### config.mk
export PLATFORM = sky130hd
export DESIGN_NAME = fwd_unit
export DESIGN_NICKNAME = d
export VERILOG_FILES = /design/src/rtl/fwd_pkg.sv /design/src/rtl/fwd_stage_match.sv /design/src/rtl/fwd_operand_sel.sv /design/src/rtl/fwd_unit.sv
export SDC_FILE = /design/constraint.sdc
export NUM_CORES = 1
export LEC_CHECK = 0
export CAP_MARGIN = 20
export CORE_AREA = 10 10 47 49
export DETAILED_ROUTE_END_ITERATION = 16
export DIE_AREA = 0 0 57 59
export PLACE_DENSITY = 0.68
export SETUP_SLACK_MARGIN = 0.1
export SYNTH_ARGS = -nofsm -noshare
export SYNTH_HDL_FRONTEND = slang
export SYNTH_SLANG_ARGS = --single-unit
### constraint.sdc
create_clock -name vclk -period 5
set_input_delay 1.25 -clock vclk [all_inputs]
set_output_delay 1.25 -clock vclk [all_outputs]
set_load 0.01 [all_outputs]
### src/rtl/fwd_pkg.sv
package fwd_pkg;

  typedef enum logic [1:0] {
    FWD_RF  = 2'b00,
    FWD_MWB = 2'b01,
    FWD_EXM = 2'b10
  } fwd_sel_e;

  localparam int NUM_SRC = 2;

endpackage

### src/rtl/fwd_stage_match.sv
module fwd_stage_match #(
  parameter int REG_AW = 5
) (
  input  logic [REG_AW-1:0] src_idx,
  input  logic [REG_AW-1:0] dst_idx,
  input  logic              wr_en,
  output logic              hit
);

  localparam logic [REG_AW-1:0] ZERO_REG = '0;

  logic dst_live;
  logic idx_eq;

  // A stage can only forward a value it will really write to a real register.
  assign dst_live = wr_en && (dst_idx != ZERO_REG);
  assign idx_eq   = (dst_idx == src_idx);
  assign hit      = dst_live && idx_eq;

endmodule

### src/rtl/fwd_operand_sel.sv
module fwd_operand_sel
  import fwd_pkg::*;
(
  input  logic     hit_exm,
  input  logic     hit_mwb,
  output fwd_sel_e sel
);

  // The younger result, from the execute/memory register, is checked first.
  always_comb begin
    sel = FWD_RF;
    if (hit_exm) begin
      sel = FWD_EXM;
    end else if (hit_mwb) begin
      sel = FWD_MWB;
    end
  end

endmodule

### src/rtl/fwd_unit.sv
module fwd_unit
  import fwd_pkg::*;
#(
  parameter int REG_AW = 5
) (
  input  logic [REG_AW-1:0] src_a_idx,
  input  logic [REG_AW-1:0] src_b_idx,
  input  logic [REG_AW-1:0] exm_dst_idx,
  input  logic              exm_wr_en,
  input  logic [REG_AW-1:0] mwb_dst_idx,
  input  logic              mwb_wr_en,
  output logic [1:0]        sel_a,
  output logic [1:0]        sel_b
);

  logic [REG_AW-1:0] src_idx [NUM_SRC];
  logic              hit_exm [NUM_SRC];
  logic              hit_mwb [NUM_SRC];
  fwd_sel_e          sel_w   [NUM_SRC];

  assign src_idx[0] = src_a_idx;
  assign src_idx[1] = src_b_idx;

  generate
    for (genvar g = 0; g < NUM_SRC; g++) begin : g_src
      fwd_stage_match #(.REG_AW(REG_AW)) u_exm_match (
        .src_idx (src_idx[g]),
        .dst_idx (exm_dst_idx),
        .wr_en   (exm_wr_en),
        .hit     (hit_exm[g])
      );

      fwd_stage_match #(.REG_AW(REG_AW)) u_mwb_match (
        .src_idx (src_idx[g]),
        .dst_idx (mwb_dst_idx),
        .wr_en   (mwb_wr_en),
        .hit     (hit_mwb[g])
      );

      fwd_operand_sel u_sel (
        .hit_exm (hit_exm[g]),
        .hit_mwb (hit_mwb[g]),
        .sel     (sel_w[g])
      );
    end
  endgenerate

  assign sel_a = sel_w[0];
  assign sel_b = sel_w[1];

endmodule

==> results.py <==
metrics = {
    "sta": {
        "finalSetupTns_ps": 0,
        "rsz0062_at_grt": "no",
        "setup_viol": 0,
        "period_minus_slack_ps": 4590,
        "tightest_slew_ps": 491,
        "clock.fmax_mhz": 218,
        "hold_viol_final": 0,
        "slew_headroom": 0.670,
        "drv_slew": 0,
        "fin_crit_sh": 0.918,
    },
    "global_route": {
        "grt_use_total": 0.0561,
        "grt_max_degree": 4,
        "grt_remaining_overflow": 0,
        "grt_antenna_before_repair": 0,
        "grt_pass1_wl_um": 1640,
        "grt_pass1_vias": 370,
    },
    "floorplanning": {
        "ios": 26,
        "die_w_um": 57,
        "dieHeight_um": 59,
        "die_area_um2": 3360,
        "initial_core_util": 0.204,
        "core_um2": 1400,
        "rows": 14,
    },
    "outcome": {
        "status": "complete, no violations",
    },
    "yosys": {
        "synthDominantCellAreaShare": 0.491,
        "synth_seq_area_share": 0,
        "netlist_instances": 36,
        "synth-xor-area-share": 0.614,
        "synthTopCellsByArea": "xnor2_1 49%, xor2_1 12%, nor4_2 8.8%",
        "syn_nets": 58,
        "synth-simple-area-share": 0.303,
        "synthTopCellsByCount": "16 x xnor2_1, 4 x xor2_1",
        "synth_most_common_cell": "xnor2_1",
        "yosys.area_share.adder": 0,
        "ys_warn_count": 0,
        "ys_types": 11,
        "netlist_area_um2": 285,
        "synth_compound_area_frac": 0.0307,
        "synth_area_per_cell_um2": 7.92,
        "synth_top_family_by_area": "XOR/XNOR gates",
        "yosys.area.top_type": "xnor2_1",
        "synth_mux_area_frac": 0,
    },
    "pwr": {
        "p_per_area_nw_per_um2": 78.6,
        "power_leakage_nw": 0.167,
        "peakVddDrop_v": 0.0000297,
    },
    "detailed_routing": {
        "antenna_left": 0,
        "wl_per_cell_um": 13.6,
        "drtIter0Drc": 3,
        "vias": 326,
        "finalWirelength_um": 1030,
        "route.detailed.drc": 0,
        "via_per_inst": 4.29,
        "dr.pass1.iters": 3,
    },
    "cells_and_area": {
        "num_antenna_cells": 0,
        "nClkBuffers": 0,
        "layout-drive-gt1-share": 0.0500,
        "area_growth_pct": 93.0,
        "design.seq.count": 0,
        "final_nets": 84,
        "fin_util": 0.393,
        "seq_area_um2": 0,
    },
    "critical_path": {
        "cp_common_cell": "clkdlybuf4s50_1",
        "crit_path_end_kind": "primary output",
        "path_cells": "clkdlybuf4s50_1 -> or4_1 -> o21ai_2 -> nor4_1 -> nor4_2 -> clkdlybuf4s50_1",
        "startpoint_type": "input pin",
        "slowest_delay_ps": 570,
        "slowest_stage": "clkdlybuf4s50_1",
        "cp.arrival_ps": 3340,
        "path_class": "in -> out",
        "cp_max_fo": 3,
        "crit_required_ps": 3750,
    },
    "placed_design": {
        "place.gp.congestion": 0.679,
        "dp_hpwl_um": 986,
        "portBuffers": 26,
    },
    "hold_path": {
        "hold_path.class": "in -> out",
    },
    "clock_network": {
        "cts_setup_buffers": 0,
        "ctsResizeCount": 0,
        "cts_hold_buffers": 0,
    },
    "run": {
        "drv_cap": 0,
    },
}
-- cell type report --
cell class / count / area (um2)
multi-input combinational: 34 / 270
fill: 172 / 851
tap: 16 / 20.0
timing repair buffer: 26 / 260
-- kinds of logic (layout without fill, tap and decap cells) --
| family | after synthesis | count (layout) |
|---|---|---|
| xor gates and xnor gates | 20 | 20 |
| and+or+nand+nor | 13 | 13 |
| buffers and inverters | 2 | 26 |
| AOI/OAI and AO/OA | 1 | 1 |
-- critical path: cells and delay by family --
family                 cells  cell delay, ps
AOI/OAI and AO/OA          1             140
buffers and inverters      2            1030
and+or+nand+nor            3             910
-- layout by cell type (no fill, tap or decap) --
cell type | Yosys | layout
nor4_2 | 2 | 2
nand4_1 | 2 | 2
nor4_1 | 2 | 2
xnor2_1 | 16 | 16
o21ai_2 | 1 | 1
xor2_1 | 4 | 4
nor2_1 | 1 | 1
clkdlybuf4s50_1 | 0 | 26
nand2_1 | 2 | 2
nand3_1 | 2 | 2
or4_1 | 2 | 2
-- per-stage QoR --
| stage | hold WS [ps] | area [um2] | power, mW | instances | worst slack (ps) |
|---|---|---|---|---|---|
| 4_1_cts | 3540 | 551 | 0.0437 | 76 | 386 |
| 6_report | 3520 | 551 | 0.0433 | 76 | 412 |
| 5_1_grt | 3570 | 551 | 0.0467 | 76 | 294 |
| 2_1_floorplan | 2610 | 285 | 0.0176 | 36 | 1390 |
| 3_3_place_gp | 3530 | 551 | 0.0430 | 76 | 417 |
| 3_5_place_dp | 3530 | 551 | 0.0434 | 76 | 386 |
-- per-layer routing --
layer  up-vias  routed length [um]  track usage
met4         0                   0            0
met3         0                 164       0.0343
met1       130                 471       0.0687
met2        21                 395       0.0868
li1        175                   -            -
met5         -                   0            0
-- worst paths after layout --
check / from / endpoint / depth (start not counted)
max: exm_dst_idx[3] / sel_a[0] / 6
min: mwb_wr_en / sel_b[0] / 4
-- power by group --
| group | switching [mW] | internal (mW) |
|---|---|---|
| registers | 0 | 0 |
| logic | 0.0160 | 0.0272 |
| clock network | 0 | 0 |
| total | 0.0160 | 0.0272 |
Note: power is estimated with default switching activity, not from simulation.
